### src/rtl/stp_pkg.sv
package stp_pkg;

    // Cascade geometry and the number of bits that status inputs may own
    localparam int unsigned GRP_CNT  = 3;
    localparam int unsigned GRP_BITS = 8;
    localparam int unsigned HW_BITS  = 8;
    localparam int unsigned ADDR_W   = 5;

    // Register byte offsets
    localparam logic [ADDR_W-1:0] OFF_CTL0  = 5'h00;
    localparam logic [ADDR_W-1:0] OFF_CTL1  = 5'h04;
    localparam logic [ADDR_W-1:0] OFF_DATA0 = 5'h08;
    localparam logic [ADDR_W-1:0] OFF_DATA1 = 5'h0C;
    localparam logic [ADDR_W-1:0] OFF_SPARE = 5'h10;

    // Configuration held in the two control registers
    typedef struct packed {
        logic [2:0] phy1_own;   // ctl0[29:27]
        logic       edge_fall;  // ctl0[26]
        logic [1:0] dsl_own;    // ctl0[25:24]
        logic [1:0] src;        // ctl1[31:30]
        logic [1:0] rate;       // ctl1[24:23]
        logic [2:0] phy2_own;   // ctl1[17:15]
        logic [2:0] grp_en;     // ctl1[2:0]
    } stp_cfg_t;

    typedef enum logic [1:0] {
        SH_IDLE,
        SH_LEAD,
        SH_TRAIL,
        SH_STROBE
    } sh_state_t;

endpackage

### src/rtl/stp_regs.sv
module stp_regs
    import stp_pkg::*;
#(
    parameter int unsigned WORD_W = 24
) (
    input  logic              clk,
    input  logic              rst_n,
    input  logic              bus_valid,
    input  logic              bus_write,
    input  logic [ADDR_W-1:0] bus_addr,
    input  logic [31:0]       bus_wdata,
    output logic [31:0]       bus_rdata,
    output stp_cfg_t          cfg_o,
    output logic [WORD_W-1:0] data_o,
    output logic              req_pend_o,
    input  logic              req_take_i,
    input  logic              shift_done_i
);

    stp_cfg_t    cfg_q;
    logic [31:0] data0_q;
    logic [31:0] data1_q;
    logic [31:0] spare_q;
    logic        req_q;      // request waiting for the sequencer
    logic        sw_busy_q;  // a software-started refresh is running
    logic        wr_en;
    logic        req_rd;

    assign wr_en  = bus_valid && bus_write;
    assign req_rd = req_q | sw_busy_q;

    always_ff @(posedge clk) begin
        if (!rst_n) begin
            cfg_q     <= '0;
            data0_q   <= '0;
            data1_q   <= '0;
            spare_q   <= '0;
            req_q     <= 1'b1;
            sw_busy_q <= 1'b0;
        end else begin
            if (req_take_i) begin
                req_q     <= 1'b0;
                sw_busy_q <= 1'b1;
            end
            if (shift_done_i) begin
                sw_busy_q <= 1'b0;
            end
            if (wr_en) begin
                case (bus_addr)
                    OFF_CTL0: begin
                        cfg_q.phy1_own  <= bus_wdata[29:27];
                        cfg_q.edge_fall <= bus_wdata[26];
                        cfg_q.dsl_own   <= bus_wdata[25:24];
                        if (bus_wdata[31]) begin
                            req_q <= 1'b1;
                        end
                    end
                    OFF_CTL1: begin
                        cfg_q.src      <= bus_wdata[31:30];
                        cfg_q.rate     <= bus_wdata[24:23];
                        cfg_q.phy2_own <= bus_wdata[17:15];
                        cfg_q.grp_en   <= bus_wdata[2:0];
                    end
                    OFF_DATA0: data0_q <= bus_wdata;
                    OFF_DATA1: data1_q <= bus_wdata;
                    OFF_SPARE: spare_q <= bus_wdata;
                    default: ;
                endcase
            end
        end
    end

    always_comb begin
        case (bus_addr)
            OFF_CTL0:  bus_rdata = {req_rd, 1'b0, cfg_q.phy1_own, cfg_q.edge_fall,
                                    cfg_q.dsl_own, 24'b0};
            OFF_CTL1:  bus_rdata = {cfg_q.src, 5'b0, cfg_q.rate, 5'b0,
                                    cfg_q.phy2_own, 12'b0, cfg_q.grp_en};
            OFF_DATA0: bus_rdata = data0_q;
            OFF_DATA1: bus_rdata = data1_q;
            OFF_SPARE: bus_rdata = spare_q;
            default:   bus_rdata = '0;
        endcase
    end

    assign cfg_o      = cfg_q;
    assign data_o     = data0_q[WORD_W-1:0];
    assign req_pend_o = req_q;

    // the visible request flag drops only on the cycle after a strobe
    a_r7_req_clear_on_done: assert property (@(posedge clk) disable iff (!rst_n)
        $fell(req_rd) |-> $past(shift_done_i));

endmodule

### src/rtl/stp_rate_timer.sv
module stp_rate_timer #(
    parameter int unsigned DIV_R0 = 125_000_000,
    parameter int unsigned DIV_R1 = 62_500_000,
    parameter int unsigned DIV_R2 = 31_250_000,
    parameter int unsigned DIV_R3 = 25_000_000
) (
    input  logic       clk,
    input  logic       rst_n,
    input  logic       en_i,
    input  logic [1:0] rate_i,
    output logic       tick_o
);

    localparam int unsigned DIVS [4] = '{DIV_R0, DIV_R1, DIV_R2, DIV_R3};
    localparam int unsigned MAX01 = (DIV_R0 > DIV_R1) ? DIV_R0 : DIV_R1;
    localparam int unsigned MAX23 = (DIV_R2 > DIV_R3) ? DIV_R2 : DIV_R3;
    localparam int unsigned MAXD  = (MAX01 > MAX23) ? MAX01 : MAX23;
    localparam int unsigned CNT_W = (MAXD > 2) ? $clog2(MAXD) : 1;

    logic [CNT_W-1:0] cnt_q;
    logic [CNT_W-1:0] lim;

    assign lim = CNT_W'(DIVS[rate_i] - 1);

    always_ff @(posedge clk) begin
        if (!rst_n || !en_i) begin
            cnt_q  <= '0;
            tick_o <= 1'b0;
        end else if (cnt_q >= lim) begin
            cnt_q  <= '0;
            tick_o <= 1'b1;
        end else begin
            cnt_q  <= cnt_q + 1'b1;
            tick_o <= 1'b0;
        end
    end

    // a disabled source never produces a refresh tick
    a_r11_quiet_when_off: assert property (@(posedge clk) disable iff (!rst_n)
        !en_i |=> !tick_o);

    // every tick is a single-cycle pulse
    a_r12_tick_pulse: assert property (@(posedge clk) disable iff (!rst_n)
        tick_o |=> !tick_o);

endmodule

### src/rtl/stp_merge.sv
module stp_merge
    import stp_pkg::*;
#(
    parameter int unsigned WORD_W = GRP_CNT * GRP_BITS,
    parameter int unsigned LEN_W  = $clog2(WORD_W + 1)
) (
    input  logic [WORD_W-1:0]  data_i,
    input  logic [1:0]         dsl_own_i,
    input  logic [2:0]         phy1_own_i,
    input  logic [2:0]         phy2_own_i,
    input  logic [1:0]         dsl_i,
    input  logic [2:0]         phy1_i,
    input  logic [2:0]         phy2_i,
    input  logic [GRP_CNT-1:0] grp_en_i,
    output logic [WORD_W-1:0]  word_o,
    output logic [LEN_W-1:0]   len_o
);

    logic [HW_BITS-1:0] own;
    logic [HW_BITS-1:0] hw;

    assign own = {phy2_own_i, phy1_own_i, dsl_own_i};
    assign hw  = {phy2_i, phy1_i, dsl_i};

    for (genvar b = 0; b < WORD_W; b++) begin : g_bit
        if (b < HW_BITS) begin : g_hw
            assign word_o[b] = own[b] ? hw[b] : data_i[b];
        end else begin : g_cpu
            assign word_o[b] = data_i[b];
        end
    end

    // Length follows the highest enabled group
    always_comb begin
        len_o = '0;
        for (int g = 0; g < GRP_CNT; g++) begin
            if (grp_en_i[g]) begin
                len_o = LEN_W'((g + 1) * GRP_BITS);
            end
        end
    end

endmodule

### src/rtl/stp_shifter.sv
module stp_shifter
    import stp_pkg::*;
#(
    parameter int unsigned WORD_W    = 24,
    parameter int unsigned LEN_W     = $clog2(WORD_W + 1),
    parameter int unsigned HALF_CLKS = 4
) (
    input  logic              clk,
    input  logic              rst_n,
    input  logic              start_i,
    input  logic [WORD_W-1:0] word_i,
    input  logic [LEN_W-1:0]  len_i,
    input  logic              edge_fall_i,
    output logic              launch_o,
    output logic              done_o,
    output logic              ser_data_o,
    output logic              ser_clk_o,
    output logic              ser_latch_o
);

    localparam int unsigned HC_W = (HALF_CLKS > 2) ? $clog2(HALF_CLKS) : 1;
    localparam logic [HC_W-1:0] HC_LAST = HC_W'(HALF_CLKS - 1);

    sh_state_t         state_q;
    sh_state_t         state_nx;
    logic [WORD_W-1:0] word_q;
    logic [LEN_W-1:0]  idx_q;
    logic [LEN_W-1:0]  len_q;
    logic [HC_W-1:0]   hcnt_q;

    assign launch_o = (state_q == SH_IDLE) && start_i;

    // Next-state logic
    always_comb begin
        state_nx = state_q;
        unique case (state_q)
            SH_IDLE: begin
                if (start_i) begin
                    state_nx = (len_i == '0) ? SH_STROBE : SH_LEAD;
                end
            end
            SH_LEAD: begin
                if (hcnt_q == HC_LAST) begin
                    state_nx = SH_TRAIL;
                end
            end
            SH_TRAIL: begin
                if (hcnt_q == HC_LAST) begin
                    state_nx = (idx_q == '0) ? SH_STROBE : SH_LEAD;
                end
            end
            SH_STROBE: state_nx = SH_IDLE;
        endcase
    end

    // State register
    always_ff @(posedge clk) begin
        if (!rst_n) begin
            state_q <= SH_IDLE;
        end else begin
            state_q <= state_nx;
        end
    end

    // Word, bit index and half-period counter
    always_ff @(posedge clk) begin
        if (!rst_n) begin
            word_q <= '0;
            idx_q  <= '0;
            len_q  <= '0;
            hcnt_q <= '0;
        end else begin
            if (state_q != state_nx) begin
                hcnt_q <= '0;
            end else if (state_q == SH_LEAD || state_q == SH_TRAIL) begin
                hcnt_q <= hcnt_q + 1'b1;
            end
            if (launch_o) begin
                word_q <= word_i;
                len_q  <= len_i;
                idx_q  <= len_i - 1'b1;
            end else if (state_q == SH_TRAIL && state_nx == SH_LEAD) begin
                idx_q <= idx_q - 1'b1;
            end
        end
    end

    // Outputs
    always_comb begin
        ser_data_o  = 1'b0;
        ser_clk_o   = edge_fall_i;
        ser_latch_o = 1'b0;
        unique case (state_q)
            SH_IDLE:   ;
            SH_LEAD:   ser_data_o = word_q[idx_q];
            SH_TRAIL: begin
                ser_data_o = word_q[idx_q];
                ser_clk_o  = ~edge_fall_i;
            end
            SH_STROBE: ser_latch_o = 1'b1;
        endcase
    end

    assign done_o = ser_latch_o;

    // data does not move during the second half of a bit
    a_r4_bit_steady: assert property (@(posedge clk) disable iff (!rst_n)
        (state_q == SH_TRAIL) |-> (ser_data_o == $past(ser_data_o)));

    // the storage strobe lasts a single cycle
    a_r6_strobe_single: assert property (@(posedge clk) disable iff (!rst_n)
        ser_latch_o |=> !ser_latch_o);

    // the bit being shifted always lies inside the captured length
    a_r3_index_bound: assert property (@(posedge clk) disable iff (!rst_n)
        (state_q == SH_LEAD || state_q == SH_TRAIL) |-> (idx_q < len_q));

endmodule

### src/rtl/led_shift_ctrl.sv
module led_shift_ctrl
    import stp_pkg::*;
#(
    parameter int unsigned HALF_CLKS = 4,
    parameter int unsigned DIV_R0    = 125_000_000,
    parameter int unsigned DIV_R1    = 62_500_000,
    parameter int unsigned DIV_R2    = 31_250_000,
    parameter int unsigned DIV_R3    = 25_000_000
) (
    input  logic        clk,
    input  logic        rst_n,
    input  logic        bus_valid,
    input  logic        bus_write,
    input  logic [4:0]  bus_addr,
    input  logic [31:0] bus_wdata,
    output logic [31:0] bus_rdata,
    input  logic [1:0]  dsl_stat,
    input  logic [2:0]  phy1_stat,
    input  logic [2:0]  phy2_stat,
    output logic        ser_data,
    output logic        ser_clk,
    output logic        ser_latch
);

    localparam int unsigned WORD_W = GRP_CNT * GRP_BITS;
    localparam int unsigned LEN_W  = $clog2(WORD_W + 1);

    stp_cfg_t          cfg;
    logic [WORD_W-1:0] data_word;
    logic [WORD_W-1:0] merged;
    logic [LEN_W-1:0]  len;
    logic              req_pend;
    logic              req_take;
    logic              launch;
    logic              done;
    logic              tick;
    logic              timer_en;

    assign timer_en = (cfg.src >= 2'b10);
    assign req_take = launch && req_pend;

    stp_regs #(.WORD_W(WORD_W)) u_regs (
        .clk          (clk),
        .rst_n        (rst_n),
        .bus_valid    (bus_valid),
        .bus_write    (bus_write),
        .bus_addr     (bus_addr),
        .bus_wdata    (bus_wdata),
        .bus_rdata    (bus_rdata),
        .cfg_o        (cfg),
        .data_o       (data_word),
        .req_pend_o   (req_pend),
        .req_take_i   (req_take),
        .shift_done_i (done)
    );

    stp_rate_timer #(
        .DIV_R0 (DIV_R0),
        .DIV_R1 (DIV_R1),
        .DIV_R2 (DIV_R2),
        .DIV_R3 (DIV_R3)
    ) u_timer (
        .clk    (clk),
        .rst_n  (rst_n),
        .en_i   (timer_en),
        .rate_i (cfg.rate),
        .tick_o (tick)
    );

    stp_merge #(.WORD_W(WORD_W), .LEN_W(LEN_W)) u_merge (
        .data_i     (data_word),
        .dsl_own_i  (cfg.dsl_own),
        .phy1_own_i (cfg.phy1_own),
        .phy2_own_i (cfg.phy2_own),
        .dsl_i      (dsl_stat),
        .phy1_i     (phy1_stat),
        .phy2_i     (phy2_stat),
        .grp_en_i   (cfg.grp_en),
        .word_o     (merged),
        .len_o      (len)
    );

    stp_shifter #(
        .WORD_W    (WORD_W),
        .LEN_W     (LEN_W),
        .HALF_CLKS (HALF_CLKS)
    ) u_shift (
        .clk         (clk),
        .rst_n       (rst_n),
        .start_i     (req_pend | tick),
        .word_i      (merged),
        .len_i       (len),
        .edge_fall_i (cfg.edge_fall),
        .launch_o    (launch),
        .done_o      (done),
        .ser_data_o  (ser_data),
        .ser_clk_o   (ser_clk),
        .ser_latch_o (ser_latch)
    );

endmodule

### config.mk
export PLATFORM = sky130hd
export DESIGN_NAME = led_shift_ctrl
export DESIGN_NICKNAME = d
export VERILOG_FILES = /design/src/rtl/stp_pkg.sv /design/src/rtl/stp_regs.sv /design/src/rtl/stp_rate_timer.sv /design/src/rtl/stp_merge.sv /design/src/rtl/stp_shifter.sv /design/src/rtl/led_shift_ctrl.sv
export SDC_FILE = /design/constraint.sdc
export NUM_CORES = 1
export LEC_CHECK = 0
export ABC_CLOCK_PERIOD_IN_PS = 3650
export CAP_MARGIN = 20
export CELL_PAD_IN_SITES_DETAIL_PLACEMENT = 1
export CELL_PAD_IN_SITES_GLOBAL_PLACEMENT = 2
export CORE_MARGIN = 2
export CORE_UTILIZATION = 29
export DETAILED_ROUTE_END_ITERATION = 8
export PLACE_DENSITY_LB_ADDON = 0.3
export SETUP_SLACK_MARGIN = 0.2
export SLEW_MARGIN = 20
export SYNTH_ARGS = -nofsm -noshare
export SYNTH_HDL_FRONTEND = slang
export SYNTH_HIERARCHICAL = 1
export SYNTH_SLANG_ARGS = --single-unit
### constraint.sdc
create_clock -name clk -period 3.65 [get_ports clk]
set_input_delay 1.095 -clock clk [delete_from_list [all_inputs] [get_ports clk]]
set_output_delay 1.095 -clock clk [all_outputs]
set_load 0.05 [all_outputs]
# [Word-level counts from Yosys, hierarchy flattened]
# Index checks and enable logic that the tools add are counted.
# W data, S select, Z words.
[classes] n_mux=33 bitwise_logic=5 n_reduce_logical=22 magnitude_cmp=4 add_sub_neg=5 eq_ne=10
[ops] op="$pmux W32 S5" n=1
[ops] op="$bmux W32 S2" n=1
[ops] op="$mux W27" n=2
[ops] op="$add A27 B1 Y27 const B" n=1
[ops] op="$ge A27 B27 Y1" n=1
[ops] op="$sub A27 B1 Y27 const B" n=1
[ops] op="$mux W5" n=4
[ops] op="$mux W1" n=17
[ops] op="$logic_not A5 Y1" n=3
[ops] op="$eq A5 B4 Y1 const B" n=2
[ops] op="$mux W2" n=5
[ops] op="$reduce_and A2 Y1" n=5
[ops] op="$sub A5 B1 Y5 const B" n=2
[ops] op="$pmux W2 S4" n=1
[ops] op="$reduce_or A2 Y1" n=4
[ops] op="$eq A2 B2 Y1 const B" n=3
[ops] op="$lt A5 B6 Y1 const B" n=1
[ops] op="$bmux W1 S5" n=1
[ops] op="$eq A5 B3 Y1 const B" n=1
[ops] op="$eq A5 B5 Y1 const B" n=1
[ops] op="$eq A2 B1 Y1 const B" n=2
[ops] op="$logic_and A1 B1 Y1" n=4
[ops] op="$mux W4" n=1
[ops] op="$ge A3 B3 Y1 const B" n=1
[ops] op="other kinds (10)" n=14
[totals] out_inout_bits=35 register_bits=175 inputBits=49 elab_cells=97

# [Depth between registers and ports, before layout]
[depth] depth_word=11 mapped_depth=12

# [Cells and area by module]
# The synthesis kept the hierarchy.
[modules_own_cells] mod="stp_regs" area_each_um2=5308.8 instances=1 cells_per_inst=567
[modules_own_cells] mod="stp_rate_timer" area_each_um2=1894.3 instances=1 cells_per_inst=220
[modules_own_cells] mod="stp_shifter" area_each_um2=1794.2 instances=1 cells_per_inst=204
[modules_own_cells] mod="stp_merge" area_each_um2=284.0 instances=1 cells_per_inst=31
[modules_own_cells] mod="led_shift_ctrl" area_each_um2=17.5 instances=1 cells_per_inst=3

# [Least setup slack after synthesis]
# Ideal clock, no wire load.
[synth_timing] kind="input-to-output" start="input bus_addr[1]" end="output bus_rdata[31]" t_arrival_ns=2.625 path_slack_ns=-0.070 cell_stages=3 path_buffers=1 path_cell_list="or4b_4 -> buf_6 -> o211ai_1"
[synth_via] elab_chain_len=2 elab_cells_between_ends=6 classes_between="eq/ne (4); mux (1); reduce/logical (1)"
[synth_rtl] element="start: declaration" line="led_shift_ctrl.sv:14" rtl="input logic [4:0] bus_addr,"
[synth_rtl] element="$eq A5 B5 Y1, or another cell as far along" line="stp_regs.sv:74" rtl="case (bus_addr)"
[synth_rtl] element="$pmux W32 S5 *" line="stp_regs.sv:74"
[synth_rtl] element="end: declaration" line="led_shift_ctrl.sv:16" rtl="output logic [31:0] bus_rdata,"
# Mark *: on every way between the ends. The rest lies on a longest branch, timed or not.

# [Worst setup path after layout]
# Same ends and word-level chain as after synthesis.

==> flow_summary.json <==
{
  "worst_clock_skew_ns": 0.0139,
  "yosys_warnings": 6,
  "finalNonFillerCells": 1502,
  "fmax_mhz": 269,
  "final_common_cell": "nand2_1",
  "final_cell_area_um2": 12000,
  "worstPathArrival_ns": 2.62,
  "p_total_mw": 4.88,
  "power.share.clock_pct": 41.2,
  "slew-limit-headroom_pct": 57.2,
  "max_stage_delay_ns": 0.57,
  "synthFlopType": "dfxtp_1",
  "path_cells": "buf_8, or4b_4, or3b_1, o211ai_1, clkbuf_16",
  "syn_inst": 1025,
  "syn_to_final_growth_pct": 28.7,
  "finalSetupViolCount": 4,
  "wl_per_cell_um": 18.6,
  "status": "complete, but fails checks",
  "cts_buffers": 17,
  "grt_max_degree": 114,
  "swShare_pct": 31.0,
  "tightest_slew_ns": 0.625,
  "drt_iter0_drc": 314,
  "start_kind": "primary input",
  "p_per_area_nw_per_um2": 408,
  "start_util_pct": 29.5,
  "ys_seq_area_share_pct": 37.7,
  "core_area_um2": 31600,
  "crit_type": "in2out",
  "reg2reg_depth": 10,
  "ys_seq_elements": 175,
  "n_antenna_cell": 0,
  "die-area_um2": 33500,
  "hold_path.class": "reg2reg",
  "grt_pass1_wl_mm": 45.0,
  "wirelength_mm": 28.0,
  "comb_power_share_pct": 16.6,
  "dp_hpwl_mm": 18.8,
  "ctsRootBufferMaster": "clkbuf_16",
  "finalSetupTns_ns": -0.0827,
  "p_int_mw": 3.36,
  "clk_latency_ns": 0.45,
  "reg2reg_to": "u_timer/cnt_q[19]",
  "ios": 84,
  "cp_data_required_time_ns": 2.55,
  "synth_area_um2": 9300,
  "clockBufferDepth": 2,
  "r2r_slack_ns": 0.53,
  "finalCriticalPeriod_ns": 3.71,
  "die_w_um": 183,
  "rsz0062_at_grt": "yes",
  "hold_depth": 2,
  "grt_usage_pct": 17.3,
  "crit_fanout": 3,
  "hold_end": "u_regs/data0_q[30]",
  "via_count": 7456,
  "die_y_um": 183,
  "drv_cap": 0,
  "async_flop_share_pct": 0,
  "postPlaceCellArea_um2": 10800,
  "cts_htree_levels": 4,
  "ys_types": 72,
  "drive_gt1_share_pct": 20.9,
  "fin_ws_ns": -0.0614,
  "vdd_drop_max_uv": 370,
  "min_from": "u_regs/data0_q[30]",
  "via_per_inst": 4.96,
  "post-route-drc-count": 0,
  "final.period_utilization_pct": 102,
  "r2r_start": "u_regs/cfg_o[6]",
  "cts.clk_slew.worst_paths_ns": 0.08,
  "grt_antenna_before_repair": 0,
  "hold_viol": 0,
  "p_sw_mw": 1.51,
  "avgSynthCellArea_um2": 9.07,
  "grt_pass1_vias": 7771,
  "crit_start": "bus_addr[1]",
  "ctsHoldBuffers": 0,
  "rows": 65,
  "gp_congestion": 0.743,
  "drt-pass1-iter-count": 4,
  "slowest_stage": "or4b_4",
  "final_cell_mix": "218 x nand2_1, 173 x dfxtp_1, 119 x mux2i_1",
  "gr-total-overflow": 0,
  "layout.nets": 1169,
  "ant_nets": 0,
  "violations": "setup timing",
  "clkSinkCount": 175,
  "placed_cells": 1445,
  "crit_path_end_kind": "primary output",
  "port_buffers": 83,
  "power_frac_seq_pct": 42.2,
  "cts_tree": "yes",
  "synth_edf_count": 0,
  "drv_slew": 0,
  "p_leak_nw": 4.27
}
==> flip-flops by register name, indices dropped and copies added, names as in the netlist <==
name,cells
u_timer/tick_o,1
u_regs/data1_q,32
u_shift/state_q,2
u_shift/hcnt_q,2
u_regs/data0_q,32
u_timer/cnt_q,27
u_shift/idx_q,5
u_regs/spare_q,32
u_regs/cfg_o,16
u_regs/req_pend_o,1
u_shift/word_q,24
u_regs/sw_busy_q,1
==> power by group through the flow <==
stage	registers [mW]	clock network (mW)	logic [mW]
global placement	2.09	0	0.760
floorplan	2.04	0	0.575
CTS	2.06	2.08	0.819
global route	2.07	2.14	0.895
finish	2.06	2.01	0.810
detailed placement	2.10	0	0.769
==> worst max-delay path: cells and delay by family <==
kind,cells,cell delay (ns)
AO/OA/AOI/OAI,1,0.22
buffers and inverters,2,0.35
AND/OR/NAND/NOR,2,0.95
==> how the worst max path moves through the flow <==
stage / slack (ns) / end / cells past startpoint
after floorplan: -0.06 / bus_rdata[31] / 3
after global placement: -0.43 / bus_rdata[0] / 7
after detailed placement: -0.45 / bus_rdata[30] / 7
after CTS: -0.10 / bus_rdata[31] / 5
after global routing: -0.08 / bus_rdata[6] / 9
final: -0.06 / bus_rdata[31] / 5
==> kinds of logic after synthesis <==
family | synth area share (%)
simple gates | 22.7
flops | 37.7
mux | 16.2
buf+inv | 8.21
compound gates | 7.35
xor+xnor | 3.30
fa+ha+maj | 4.44
other cells | 0.0808
==> layout make-up <==
| cell class | instances | area, um2 |
|---|---|---|
| clock inverter | 15 | 220 |
| timing repair buffer | 151 | 1980 |
| clock buffer | 17 | 425 |
| multi-input combinational | 722 | 5250 |
| fill | 3539 | 19600 |
| sequential | 175 | 3510 |
| tap | 402 | 503 |
| inverter | 20 | 75.1 |
==> Yosys cell counts (5+ instances only) <==
master      n  area, um2
xnor2_1    26        228
clkbuf_1   42        158
and3_1     34        213
or4_1      10       75.1
buf_6      11        124
mux2_4      8        120
mux2i_1   120       1200
mux4_1      5        131
nand3b_1   11       82.6
buf_4      49        368
nor3b_1    18        135
nor4_1      8       50.1
nor2_1     18       67.6
inv_1      19       71.3
ha_1       33        413
buf_2       6       30.0
xor2_1      9       78.8
dfxtp_1   175       3500
a221o_1    19        190
nand3_1    25        125
a21oi_1    32        160
nor3_1     37        185
nand4_1    14       87.6
o21ai_0     5       25.0
a211oi_1    7       52.6
nand2_1   218        818
==> per-layer routing <==
metal  up-vias  GRT usage [%]  part of all wire, %
met5         -              0                    0
met4         0           4.16                 0.79
met3        12           2.90                  3.2
met2       107           28.3                   47
met1      3656           23.7                   49
li1       3681              -                    -
==> metrics by stage <==
stage | hold WS [ns] | setup WS (ns) | util, %
after floorplan | 0.430 | -0.0558 | -
after global placement | 0.437 | -0.432 | 34.1
after detailed placement | 0.446 | -0.450 | 34.1
after CTS | 0.457 | -0.103 | 37.7
after global routing | 0.477 | -0.0772 | 37.9
final | 0.456 | -0.0614 | 37.9
==> repair_timing <==
action / in CTS / in global routing
pin swaps: 31 / 23
gates cloned: 5 / 0
endpoints found under the setup margin: 34 / 33
resized for setup: 84 / 15
buffers inserted: 18 / 2
Note: power is estimated with default switching activity, not from simulation.
